### src/rtl/usb_irq_gate_pkg.sv
package usb_irq_gate_pkg;
  localparam int unsigned OFF_REV      = 8'h00;
  localparam int unsigned OFF_CTRL     = 8'h04;
  localparam int unsigned OFF_STAT     = 8'h08;
  localparam int unsigned OFF_SRC      = 8'h20;
  localparam int unsigned OFF_SRC_SET  = 8'h24;
  localparam int unsigned OFF_SRC_CLR  = 8'h28;
  localparam int unsigned OFF_MSK      = 8'h2c;
  localparam int unsigned OFF_MSK_SET  = 8'h30;
  localparam int unsigned OFF_MSK_CLR  = 8'h34;
  localparam int unsigned OFF_MASKED   = 8'h38;
  localparam int unsigned OFF_EOI      = 8'h3c;

  localparam int unsigned TX_BASE   = 0;
  localparam int unsigned RX_BASE   = 9;
  localparam int unsigned CORE_BASE = 16;
  localparam int unsigned VBUS_BIT  = 24;

  function automatic logic [31:0] valid_bits(int unsigned tx_n, int unsigned rx_n,
                                              int unsigned core_n);
    logic [31:0] v;
    v = '0;
    for (int unsigned i = 0; i < tx_n; i++)   v[TX_BASE + i]   = 1'b1;
    for (int unsigned i = 0; i < rx_n; i++)   v[RX_BASE + i]   = 1'b1;
    for (int unsigned i = 0; i < core_n; i++) v[CORE_BASE + i] = 1'b1;
    v[VBUS_BIT] = 1'b1;
    return v;
  endfunction
endpackage

### src/rtl/usb_irq_setclr_reg.sv
module usb_irq_setclr_reg #(
  parameter int unsigned W = 32,
  parameter logic [W-1:0] VALID = '1
) (
  input  logic         clk,
  input  logic         rst,
  input  logic [W-1:0] set_v,
  input  logic [W-1:0] clr_v,
  input  logic [W-1:0] evt_v,
  output logic [W-1:0] q
);
  // clear first, then set and hardware events OR in, so both beat a clear
  always_ff @(posedge clk) begin
    if (rst) q <= '0;
    else     q <= ((q & ~clr_v) | set_v | evt_v) & VALID;
  end
endmodule

### src/rtl/usb_irq_line.sv
module usb_irq_line (
  input  logic clk,
  input  logic rst,
  input  logic pending,
  input  logic eoi,
  output logic irq
);
  // high line means disarmed; EOI re-arms, a pending event re-fires next cycle
  always_ff @(posedge clk) begin
    if (rst)      irq <= 1'b0;
    else if (eoi) irq <= 1'b0;
    else if (pending) irq <= 1'b1;
  end
endmodule

### src/rtl/usb_irq_rdmux.sv
module usb_irq_rdmux #(
  parameter int unsigned ADDR_W = 8,
  parameter logic [31:0] REV_ID = 32'h4D55_0100
) (
  input  logic              clk,
  input  logic              rst,
  input  logic              rd,
  input  logic [ADDR_W-1:0] addr,
  input  logic              vbus_lvl,
  input  logic [31:0]       src,
  input  logic [31:0]       msk,
  output logic [31:0]       rdata
);
  import usb_irq_gate_pkg::*;

  logic [31:0] sel;

  always_comb begin
    sel = '0;
    unique case (addr)
      ADDR_W'(OFF_REV):    sel = REV_ID;
      ADDR_W'(OFF_STAT):   sel = {31'd0, vbus_lvl};
      ADDR_W'(OFF_SRC):    sel = src;
      ADDR_W'(OFF_MSK):    sel = msk;
      ADDR_W'(OFF_MASKED): sel = src & msk;
      default:             sel = '0;
    endcase
  end

  always_ff @(posedge clk) begin
    if (rst)     rdata <= '0;
    else if (rd) rdata <= sel;
  end
endmodule

### src/rtl/usb_irq_gate.sv
module usb_irq_gate #(
  parameter int unsigned ADDR_W    = 8,
  parameter int unsigned TX_EPS    = 5,
  parameter int unsigned RX_EPS    = 4,
  parameter int unsigned CORE_EVTS = 8,
  parameter logic [31:0] REV_ID    = 32'h4D55_0100
) (
  input  logic                 clk,
  input  logic                 rst,
  input  logic                 reg_wr,
  input  logic                 reg_rd,
  input  logic [ADDR_W-1:0]    reg_addr,
  input  logic [31:0]          reg_wdata,
  output logic [31:0]          reg_rdata,
  input  logic [TX_EPS-1:0]    tx_ep_evt,
  input  logic [RX_EPS-1:0]    rx_ep_evt,
  input  logic [CORE_EVTS-1:0] core_evt,
  input  logic                 vbus_drv_evt,
  input  logic                 vbus_drv_lvl,
  output logic                 cpu_irq,
  output logic                 core_soft_rst
);
  import usb_irq_gate_pkg::*;

  localparam logic [31:0] VALID = valid_bits(TX_EPS, RX_EPS, CORE_EVTS);

  logic [31:0] evt_vec, src_set, src_clr, msk_set, msk_clr;
  logic [31:0] src_q, msk_q;
  logic        eoi_wr, srst_q;

  always_comb begin
    evt_vec = '0;
    evt_vec[TX_BASE +: TX_EPS]      = tx_ep_evt;
    evt_vec[RX_BASE +: RX_EPS]      = rx_ep_evt;
    evt_vec[CORE_BASE +: CORE_EVTS] = core_evt;
    evt_vec[VBUS_BIT]               = vbus_drv_evt;
  end

  always_comb begin
    src_set = (reg_wr && reg_addr == ADDR_W'(OFF_SRC_SET)) ? reg_wdata : '0;
    src_clr = (reg_wr && reg_addr == ADDR_W'(OFF_SRC_CLR)) ? reg_wdata : '0;
    msk_set = (reg_wr && reg_addr == ADDR_W'(OFF_MSK_SET)) ? reg_wdata : '0;
    msk_clr = (reg_wr && reg_addr == ADDR_W'(OFF_MSK_CLR)) ? reg_wdata : '0;
    eoi_wr  = reg_wr && reg_addr == ADDR_W'(OFF_EOI);
  end

  usb_irq_setclr_reg #(.W(32), .VALID(VALID)) src_reg_i (
    .clk(clk), .rst(rst), .set_v(src_set), .clr_v(src_clr),
    .evt_v(evt_vec), .q(src_q)
  );

  usb_irq_setclr_reg #(.W(32), .VALID(VALID)) msk_reg_i (
    .clk(clk), .rst(rst), .set_v(msk_set), .clr_v(msk_clr),
    .evt_v(32'd0), .q(msk_q)
  );

  usb_irq_line line_i (
    .clk(clk), .rst(rst), .pending(|(src_q & msk_q)),
    .eoi(eoi_wr), .irq(cpu_irq)
  );

  usb_irq_rdmux #(.ADDR_W(ADDR_W), .REV_ID(REV_ID)) rdmux_i (
    .clk(clk), .rst(rst), .rd(reg_rd), .addr(reg_addr),
    .vbus_lvl(vbus_drv_lvl), .src(src_q), .msk(msk_q), .rdata(reg_rdata)
  );

  always_ff @(posedge clk) begin
    if (rst) srst_q <= 1'b0;
    else     srst_q <= reg_wr && reg_addr == ADDR_W'(OFF_CTRL) && reg_wdata[0];
  end
  assign core_soft_rst = srst_q;
endmodule

### config.mk
export PLATFORM = sky130hd
export DESIGN_NAME = usb_irq_gate
export DESIGN_NICKNAME = d
export VERILOG_FILES = /design/src/rtl/usb_irq_gate_pkg.sv /design/src/rtl/usb_irq_setclr_reg.sv /design/src/rtl/usb_irq_line.sv /design/src/rtl/usb_irq_rdmux.sv /design/src/rtl/usb_irq_gate.sv
export SDC_FILE = /design/constraint.sdc
export NUM_CORES = 1
export LEC_CHECK = 0
export ABC_AREA = 1
export BUFFER_PORTS_ARGS = -buffer_cell sky130_fd_sc_hd__buf_2
export CAP_MARGIN = 20
export CORE_MARGIN = 2
export CORE_UTILIZATION = 33
export CTS_BUF_LIST = sky130_fd_sc_hd__clkbuf_2 sky130_fd_sc_hd__clkbuf_4 sky130_fd_sc_hd__clkbuf_8
export CTS_CLUSTER_DIAMETER = 50
export DETAILED_ROUTE_END_ITERATION = 12
export SYNTH_ARGS = -nofsm -noshare
export SYNTH_HDL_FRONTEND = slang
export SYNTH_SLANG_ARGS = --single-unit
### constraint.sdc
create_clock -name clk -period 3.2 [get_ports clk]
set_input_delay 0.48 -clock clk [delete_from_list [all_inputs] [get_ports clk]]
set_output_delay 0.48 -clock clk [all_outputs]
set_load 0.01 [all_outputs]
==> results of run 1 <==
-- how the worst max path moves through the flow --
stage | from | to | cells after the start
finish | reg_addr[0] | src_reg_i.q[0] | 8
global route | reg_addr[1] | src_reg_i.q[16] | 8
CTS | reg_addr[0] | src_reg_i.q[0] | 8
detailed placement | reg_addr[0] | src_reg_i.q[0] | 8
global placement | reg_addr[0] | src_reg_i.q[16] | 8
floorplan | reg_addr[7] | msk_reg_i.q[23] | 7
-- layer usage --
layer	vias to the layer above	track usage, %
met3	12	4.04
met4	0	6.43
met5	-	0
li1	1575	-
met1	1351	23.1
met2	92	26.8
-- cells by family (layout without fill, tap and decap cells) --
logic type             after synthesis  after routing  synth area share, %
other                                1             10                0.123
flip-flops                          57             57                 37.3
buffers and inverters               87            147                 13.5
AND/OR/NAND/NOR                    203            203                 30.3
AO/OA/AOI/OAI                       99             99                 18.8
-- stage by stage --
stage / setup WS [ns] / hold WS (ns) / util (%) / std cells
5_1_grt: 1.31 / 0.383 / 39.4 / 627
2_1_floorplan: 1.70 / 0.467 / - / 456
3_3_place_gp: 1.13 / 0.453 / 37.4 / 611
6_report: 1.45 / 0.380 / 39.4 / 627
4_1_cts: 1.46 / 0.374 / 39.4 / 627
3_5_place_dp: 1.11 / 0.455 / 37.4 / 611
-- flip-flops by register name, summed over array words and instances (netlist names) --
register / count
core_soft_rst: 1
line_i.irq: 1
msk_reg_i.q: 18
rdmux_i.rdata: 19
src_reg_i.q: 18
-- critical path: cells and delay by family --
| family | cells | cell delay (ns) |
|---|---|---|
| simple gates | 3 | 0.62 |
| compound gates | 2 | 0.41 |
| buf+inv | 3 | 0.42 |
-- cell usage after synthesis, types with 4 or more instances --
library cell,n,share of area [%]
inv_2,5,0.61
nand4_1,14,2.9
inv_1,50,6.1
a21oi_2,10,2.9
nor2_1,7,0.86
nand3b_1,4,0.98
a31oi_1,18,3.7
buf_4,17,4.2
nor2_4,5,1.8
dfxtp_1,57,37
o2111ai_1,4,1.1
nand3_1,27,4.4
buf_2,5,0.82
nand2_1,137,17
clkbuf_1,7,0.86
a21oi_1,28,4.6
o21ai_1,5,0.82
o21ai_0,33,5.4
-- area by class of cell --
type / instances / area [um2]
fill: 998 / 5520
multi-input combinational: 312 / 1540
sequential: 57 / 1140
timing repair buffer: 75 / 383
inverter: 56 / 210
clock buffer: 11 / 151
tap: 111 / 139
clock inverter: 5 / 30.0
-- power by group --
group	leakage (nW)	total [mW]	switching [mW]	internal, mW
logic	1.05	0.126	0.0829	0.0430
clock network	0.0911	0.619	0.301	0.318
registers	0.465	0.743	0.0164	0.727
==> out/metrics.csv, run 1 <==
stage,metric,value,unit
finish,Finished Cell Area,3590,um2
place,Placement Cell Area,3410,um2
routing,met1 WL,4.06,mm
pwr,power density over the cells,414,nW/um2
sta,"Slew Viols, Final",0,
cts,CTS root buffer,clkbuf_8,
finish,most frequent cells in the layout,"137 x nand2_1, 72 x buf_2, 57 x dfxtp_1",
routing,Routed WL per cell,13.3,um
cts,Sink Count,57,
min_path,Hold Path Class,in2reg,
cts,H-tree lvl count,3,
critical_path,startpoint types,primary input,
sta,Hold Fails Final Rpt,0,
place,routability cong.,0.864,
finish,"commonest non-fill, non-tap cell in the layout",nand2_1,
grt,first-pass GRT wire length,13.6,mm
floorplanning,Die Wd,100,um
grt,initial antenna violation count,0,
finish,Area Overhead vs Synth,17.5,%
critical_path,critical path class,in2reg,
cts,post-cts sizing count,0,
sta,RSZ-0062 raised after global routing,no,
grt,vias in the first global route,2822,
critical_path,reg2reg start,src_reg_i.q[16],
place,Port Buffer Count,72,
sta,Final setup viols,0,
routing,via count,3030,
grt,GRT Residual Overflow,0,
critical_path,slowest cell on the critical path,nand3_2,
synthesis,number of flops mapped to enable cells by yosys,0,
synthesis,Main synth FF type,dfxtp_1,
floorplanning,die area,10000,um2
synthesis,async set-or-reset flop fraction in the synthesized netlist,0,%
cts,CTS buffer count,9,
synthesis,sequential fraction of the synthesis area,37.3,%
cts,Post-CTS Setup Repair Bufs,0,
sta,Slew Limit Headroom,52.3,%
sta,Fin Setup TNS,0,ns
routing,1st-iter DRT viols,195,
critical_path,data required time of the worst path,3.40,ns
grt,All-Layer GR Usage,17.2,%
finish,ANT cells,0,
synthesis,Post-Syn Area,3060,um2
synthesis,count of different cell masters after synthesis,27,
floorplanning,row cnt,35,
finish,fin nets,574,
cts,maximum clock insertion buffer count,2,
routing,Vias/cell,4.83,
critical_path,CP Max Fanout,20,
synthesis,Yosys reg bits,57,
outcome,run status,finished clean,
routing,WL met3,447,um
critical_path,reg2reg setup slack,2.11,ns
critical_path,reg-to-reg endpoint,rdmux_i.rdata[16],
critical_path,Worst Reg-to-Reg Cells,7,
critical_path,CP arrival,1.94,ns
floorplanning,Initial Util,33.6,%
pwr,Worst VDD drop,135,uV
sta,crit path time final,1.75,ns
min_path,Hold Startpoint,rx_ep_evt[3],
cts,CTS tree,built,
routing,Initial DRT Pass Iterations,4,
grt,largest net degree at the start of global routing,39,
synthesis,Mapped Cells,447,
sta,clock skew,0.00707,ns
cts,clock slew seen by the registers of the worst setup and hold paths,0.07,ns
sta,fmax,572,MHz
cts,Skew-Pair Late Insertion Delay,0.35,ns
synthesis,Synth Warn #,0,
run,MaxCap Viol Count,0,
synthesis,Synth Area per Inst,6.84,um2
routing,final antenna-violating net count,0,
place,post-DP HPWL,5.83,mm
pwr,total power,1.49,mW
min_path,worst hold stages,3,
critical_path,worst path cell trace,buf_2 > inv_1 > nand2_2 > nor2_1 > buf_4 > nand3_2 > o21ai_0 > a31oi_1,
critical_path,Max stage delay on crit path,0.39,ns
sta,Worst-Margin Slew,0.715,ns
floorplanning,number of I/O pins,97,
min_path,Hold Path End,src_reg_i.q[12],
finish,share of cells above drive strength 1,22.9,%
routing,Detailed Route WL,8.31,mm
critical_path,endpoint class of the critical path,flop,
floorplanning,Core ar.,9110,um2
routing,DRC Markers,0,
routing,Met2 Wirelength,3.67,mm
routing,DR top layer,met4,
floorplanning,Chip Height,100,um
pwr,Leak Pwr,1.60,nW
cts,hold-fix buffers at CTS,0,
sta,final period utilization,54.7,%
(Power assumes the default switching activity.)
==> run 2: changes to the inputs <==
- ABC_AREA: 1 -> 0
- clock period: 3.2 -> 1.7 ns (I/O delays scaled with it)
==> out/metrics.csv, run 2 <==
stage,metric,value,unit,change
cts,CTS buffer count,9,,unchanged
critical_path,CP arrival,1.96,ns,+0.02 ns
run,MaxCap Viol Count,0,,unchanged
pwr,Leak Pwr,1.57,nW,-2.3%
synthesis,"top cells by area, synth","dfxtp_1 35%, a21oi_1 11%, inv_1 5.9%",,
finish,largest register by flop count,rdmux_i.rdata,,
min_path,Hold Path Class,in2reg,,
synthesis,Synth Area per Inst,7.68,um2,+12%
synthesis,Synth Area in Adders,0,%,unchanged
sta,RSZ-0062 raised after global routing,no,,
critical_path,Max stage delay on crit path,0.49,ns,+0.10 ns
finish,top flop regs,"rdmux_i.rdata: 19 flops, msk_reg_i.q: 18 flops, src_reg_i.q: 18 flops",,
synthesis,Yosys reg bits,57,,unchanged
synthesis,"top cells by count, synth","72 x a21oi_1, 57 x dfxtp_1, 51 x inv_1, 26 x o21ai_0, 23 x clkbuf_1",,
finish,most frequent cells in the layout,"72 x a21oi_1, 72 x buf_2, 57 x dfxtp_1",,
routing,via count,3449,,+14%
finish,Final Core Density,42.9,%,+3.5 points
synthesis,Post-Syn Area,3250,um2,+6.2%
sta,Hold Fails Final Rpt,0,,unchanged
synthesis,async set-or-reset flop fraction in the synthesized netlist,0,%,unchanged
synthesis,simple-gate share of the synthesized area,18.9,%,-11 points
finish,Finished Cell Area,4140,um2,+15%
place,Placed Cells,628,,+2.8%
floorplanning,row cnt,36,,+2.9%
critical_path,reg2reg setup slack,0.25,ns,-1.86 ns
place,post-DP HPWL,7.53,mm,+29%
finish,share of cells above drive strength 1,29.2,%,+6.3 points
critical_path,worst path cell trace,buf_2 > or3b_2 > buf_12 > a2111oi_0 > o221ai_1 > a21oi_1,,
routing,Initial DRT Pass Iterations,5,,+1
grt,first-pass GRT wire length,16.9,mm,+25%
synthesis,"count leader, synth",a21oi_1,,
critical_path,slowest cell on the critical path,or3b_2,,
cts,Skew-Pair Late Insertion Delay,0.35,ns,about the same
synthesis,Synth Warn #,0,,unchanged
synthesis,largest area contributor in the netlist,dfxtp_1,,
grt,vias in the first global route,3267,,+16%
finish,Final Non-Filler Cells,644,,+2.7%
critical_path,CP Max Fanout,22,,+10%
place,Placement Cell Area,3910,um2,+15%
sta,Slew Limit Headroom,65.0,%,+13 points
sta,Setup WS post-layout,0.0180,ns,-1.43 ns
finish,ANT cells,0,,unchanged
sta,Final setup viols,0,,unchanged
synthesis,mux share of post-synthesis cell area,0.308,%,+0.31 points
routing,DRC Markers,0,,unchanged
sta,worst hold margin,0.158,ns,-0.222 ns
cts,maximum clock insertion buffer count,2,,unchanged
sta,"Slew Viols, Final",0,,unchanged
synthesis,number of flops mapped to enable cells by yosys,0,,unchanged
sta,crit path time final,1.68,ns,
grt,largest net degree at the start of global routing,32,,-18%
sta,Worst-Margin Slew,0.512,ns,-0.203 ns
sta,fmax,595,MHz,
sta,clock skew,0.0144,ns,+0.00738 ns
finish,Area Overhead vs Synth,27.4,%,
critical_path,endpoint class of the critical path,flop,,
routing,1st-iter DRT viols,311,,+59%
critical_path,startpoint types,primary input,,
place,Port Buffer Count,72,,unchanged
finish,fin nets,569,,-0.87%
routing,Detailed Route WL,10.6,mm,+27%
cts,clock slew seen by the registers of the worst setup and hold paths,0.07,ns,about the same
floorplanning,Initial Util,33.7,%,+0.13 points
synthesis,Synth Area in Compound Gates,31.7,%,+13 points
synthesis,count of different cell masters after synthesis,44,,+63%
grt,All-Layer GR Usage,20.6,%,+3.4 points
synthesis,largest family of logic cells by synthesized area,compound AO/OA/AOI/OAI gates,,
synthesis,Main synth FF type,dfxtp_1,,
synthesis,Mapped Cells,423,,-5.4%
pwr,power density over the cells,756,nW/um2,+82%
place,post-place setup slack,-0.300,ns,-1.41 ns
critical_path,critical path class,in2reg,,
pwr,Worst VDD drop,303,uV,+130%
cts,CTS root buffer,clkbuf_8,,
critical_path,worst path buffer plus inverter count,2,,-1
cts,Sink Count,57,,unchanged
finish,max FFs per register,19,,unchanged
floorplanning,Core ar.,9640,um2,+5.8%
floorplanning,number of I/O pins,97,,unchanged
floorplanning,die area,10600,um2,+6.0%
cts,H-tree lvl count,3,,unchanged
critical_path,data required time of the worst path,1.97,ns,-1.43 ns
critical_path,top cell family by delay on the critical path,compound AO/OA/AOI/OAI gates,,
cts,hold-fix buffers at CTS,0,,unchanged
grt,initial antenna violation count,0,,unchanged
synthesis,sequential fraction of the synthesis area,35.1,%,-2.2 points
floorplanning,Die Wd,103,um,+2.9%
routing,Vias/cell,5.36,,+11%
routing,final antenna-violating net count,0,,unchanged
synthesis,Synth top area share,35.1,%,-2.2 points
grt,GRT Residual Overflow,0,,unchanged
place,routability cong.,1.00,,+16%
outcome,run status,finished clean,,
sta,final period utilization,98.9,%,
cts,CTS tree,built,,
synthesis,xor and xnor fraction of the mapped netlist area,0,%,unchanged
routing,Routed WL per cell,16.4,um,+24%
floorplanning,Chip Height,103,um,+2.9%
run 2: routing by layer:
layer,track usage [%],routed length (um),vias to the layer above
li1,-,-,1669
met5,0,0,-
met2,30.9,4700,142
met4,9.11,376,0
met1,28.4,4800,1615
met3,4.30,669,23
run 2: tightest hold or removal path, stage by stage:
cell and delay (ns):
buf_2 0.08, a21oi_1 0.03, a21oi_1 0.10
run 2: cell families (layout without fill, tap and decap cells):
family          Yosys count  in the layout
buf+inv                 100            179
compound gates          161            161
mux                       1              1
flops                    57             57
other cells               1             10
simple gates            103            103
run 2: stage by stage:
stage | total power, mW | setup TNS (ns)
final | 3.13 | 0
after floorplan | 1.62 | -3.16
after CTS | 3.14 | 0
after global placement | 1.78 | -9.04
after global routing | 3.24 | 0
after detailed placement | 1.78 | -9.63
run 2: path summary, 6_finish.rpt:
path                                     endpoint       startpoint  cells after the start
worst min register to register    src_reg_i.q[11]  src_reg_i.q[11]                      2
worst max-delay path            rdmux_i.rdata[21]      reg_addr[7]                      6
worst max register to register  rdmux_i.rdata[11]  msk_reg_i.q[11]                      4
worst min-delay path               src_reg_i.q[0]     tx_ep_evt[0]                      3
run 2: repair_timing:
item / in CTS / in global routing
gates resized for setup: 0 / 4
setup buffers: 0 / 0
endpoints found under the setup margin: 0 / 3
run 2: report_power, final:
| part | leakage (nW) | switching (mW) | internal [mW] |
|---|---|---|---|
| Combinational | 0.996 | 0.219 | 0.147 |
| Clock | 0.105 | 0.573 | 0.794 |
| Sequential | 0.465 | 0.0265 | 1.37 |
run 2: area by class of cell:
type / instances / area (um2)
well taps: 133 / 166
clock inverters: 4 / 50.0
inverters: 51 / 191
flip-flops and latches: 57 / 1140
repair buffers: 112 / 698
multi-input cells: 275 / 1730
fillers: 1011 / 5500
clock buffers: 12 / 165
==> run 3: changes to the inputs <==
- SYNTH_HIERARCHICAL: unset -> 1
==> out/metrics.csv, run 3 <==
stage,metric,value,unit,change
critical_path,worst path cell trace,a22oi_1 > nand4_1 > or4_1 > nor2_1 > nor3_2,,
floorplanning,Initial Util,34.0,%,+0.32 points
place,Port Buffer Count,82,,+14%
cts,CTS root buffer,clkbuf_8,,
synthesis,Synth Warn #,6,,+6
finish,Fillers,1338,,+32%
cts,maximum clock insertion buffer count,2,,unchanged
routing,WL met3,699,um,+4.5%
pwr,power density over the cells,644,nW/um2,-15%
pwr,Leak Pwr,2.52,nW,+61%
min_path,Hold Path Class,in2reg,,
routing,Initial DRT Pass Iterations,4,,-1
sta,RSZ-0062 raised after global routing,no,,
run,MaxCap Viol Count,0,,unchanged
sta,Final setup viols,0,,unchanged
cts,hold-fix buffers at CTS,0,,unchanged
routing,DRC Markers,0,,unchanged
critical_path,data required time of the worst path,1.93,ns,-0.04 ns
grt,initial antenna violation count,0,,unchanged
cts,H-tree lvl count,3,,unchanged
synthesis,Synth Area per Inst,8.33,um2,+8.5%
floorplanning,Die Wd,121,um,+17%
routing,final antenna-violating net count,0,,unchanged
cts,CTS tree,built,,
floorplanning,Core ar.,13300,um2,+38%
finish,register area,1400,um2,+23%
finish,most frequent cells in the layout,"82 x buf_2, 73 x and2_1, 70 x dfxtp_1",,
sta,clock skew,0.00470,ns,-0.00975 ns
routing,met1 WL,6.41,mm,+33%
cts,clock slew seen by the registers of the worst setup and hold paths,0.08,ns,about the same
finish,largest register by flop count,rdmux_i/rdata,,
critical_path,critical path class,reg2reg,,
finish,share of cells above drive strength 1,30.0,%,+0.89 points
place,Placement Cell Area,5430,um2,+39%
finish,Finished Cell Area,5610,um2,+36%
routing,DR top layer,met4,,
routing,Met2 Wirelength,5.81,mm,+24%
sta,Hold Fails Final Rpt,0,,unchanged
finish,"commonest non-fill, non-tap cell in the layout",buf_2,,
sta,crit path time final,1.60,ns,-0.0777 ns
cts,Skew-Pair Late Insertion Delay,0.35,ns,about the same
cts,Sink Count,70,,+23%
place,routability cong.,0.860,,-14%
finish,fin nets,737,,+30%
place,post-DP HPWL,9.73,mm,+29%
finish,top flop regs,"rdmux_i/rdata: 32 flops, msk_reg_i/q: 18 flops, src_reg_i/q: 18 flops",,
grt,GRT Residual Overflow,0,,unchanged
finish,area of the multi-input gates,2840,um2,+65%
grt,largest net degree at the start of global routing,51,,+59%
critical_path,slowest cell on the critical path,or4_1,,
finish,ANT cells,0,,unchanged
synthesis,Post-Syn Area,4520,um2,+39%
critical_path,Max stage delay on crit path,0.59,ns,+0.10 ns
routing,1st-iter DRT viols,309,,-0.64%
sta,final period utilization,94.4,%,-4.6 points
routing,Detailed Route WL,13.1,mm,+24%
floorplanning,Chip Height,121,um,+17%
critical_path,CP arrival,1.84,ns,-0.12 ns
sta,"Slew Viols, Final",0,,unchanged
grt,vias in the first global route,3990,,+22%
sta,fmax,623,MHz,+4.8%
cts,CTS buffer count,9,,unchanged
sta,Fin Setup TNS,0,ns,unchanged
routing,Vias/cell,4.91,,-8.3%
pwr,Worst VDD drop,267,uV,-12%
floorplanning,number of I/O pins,97,,unchanged
grt,All-Layer GR Usage,18.3,%,-2.3 points
floorplanning,row cnt,42,,+17%
finish,max FFs per register,32,,+13
critical_path,CP Max Fanout,4,,-82%
critical_path,endpoint class of the critical path,flop,,
grt,first-pass GRT wire length,20.9,mm,+24%
synthesis,Mapped Cells,543,,+28%
critical_path,startpoint types,flop,,
floorplanning,die area,14700,um2,+38%
finish,Area Overhead vs Synth,24.2,%,
outcome,run status,finished clean,,
routing,via count,4197,,+22%
routing,Routed WL per cell,15.3,um,-6.7%
==> run 3: area by class of cell <==
type                            instances  area share, %
Tap cell                              176           3.92
Sequential cell                        70           25.0
Multi-Input combinational cell        443           50.6
Clock buffer                           12           2.72
Inverter                                8          0.535
Timing Repair Buffer                  142           16.9
Clock inverter                          4          0.401
==> run 3: worst max-delay path: cells and delay by family, from the launching register on <==
family / cells / cell delay, ns
AOI/OAI and AO/OA: 1 / 0.22
DFF: 1 / 0.36
and+or+nand+nor: 4 / 0.91
==> run 3: power breakdown <==
part | switching, mW | internal (mW) | total (mW)
logic | 0.329 | 0.268 | 0.597
registers | 0.0610 | 1.72 | 1.78
clock network | 0.643 | 0.595 | 1.24
==> run 3: per-layer routing <==
| layer | GRT usage [%] | vias to the layer above |
|---|---|---|
| met4 | 4.72 | 0 |
| met3 | 3.57 | 12 |
| met1 | 26.6 | 1959 |
| met2 | 27.6 | 113 |
| met5 | 0 | - |
| li1 | - | 2113 |
==> run 3: what timing repair did <==
action / CTS / global route
endpoints found under the setup margin: 0 / 1
gates resized for setup: 0 / 1
setup buffers: 0 / 0
==> run 3: metrics by stage <==
step	util (%)	power [mW]	worst slack (ns)	hold WS [ns]	cells
after floorplan	-	2.18	-0.0386	0.326	586
after global placement	40.9	2.38	-0.162	0.476	839
after detailed placement	40.9	2.40	-0.179	0.479	839
after CTS	42.2	3.64	0.0661	0.131	855
after global routing	42.2	3.80	0.00486	0.151	855
final	42.2	3.61	0.0958	0.144	855
==> run 3: final timing paths <==
check	from	slack [ns]	end	depth (start not counted)
worst max-delay path	msk_reg_i/q[21]	0.1	line_i/irq	5
worst min-delay path	tx_ep_evt[4]	0.14	src_reg_i/q[4]	3
worst max register to register	msk_reg_i/q[21]	0.1	line_i/irq	5
worst min register to register	rdmux_i/rdata[25]	0.49	rdmux_i/rdata[25]	2
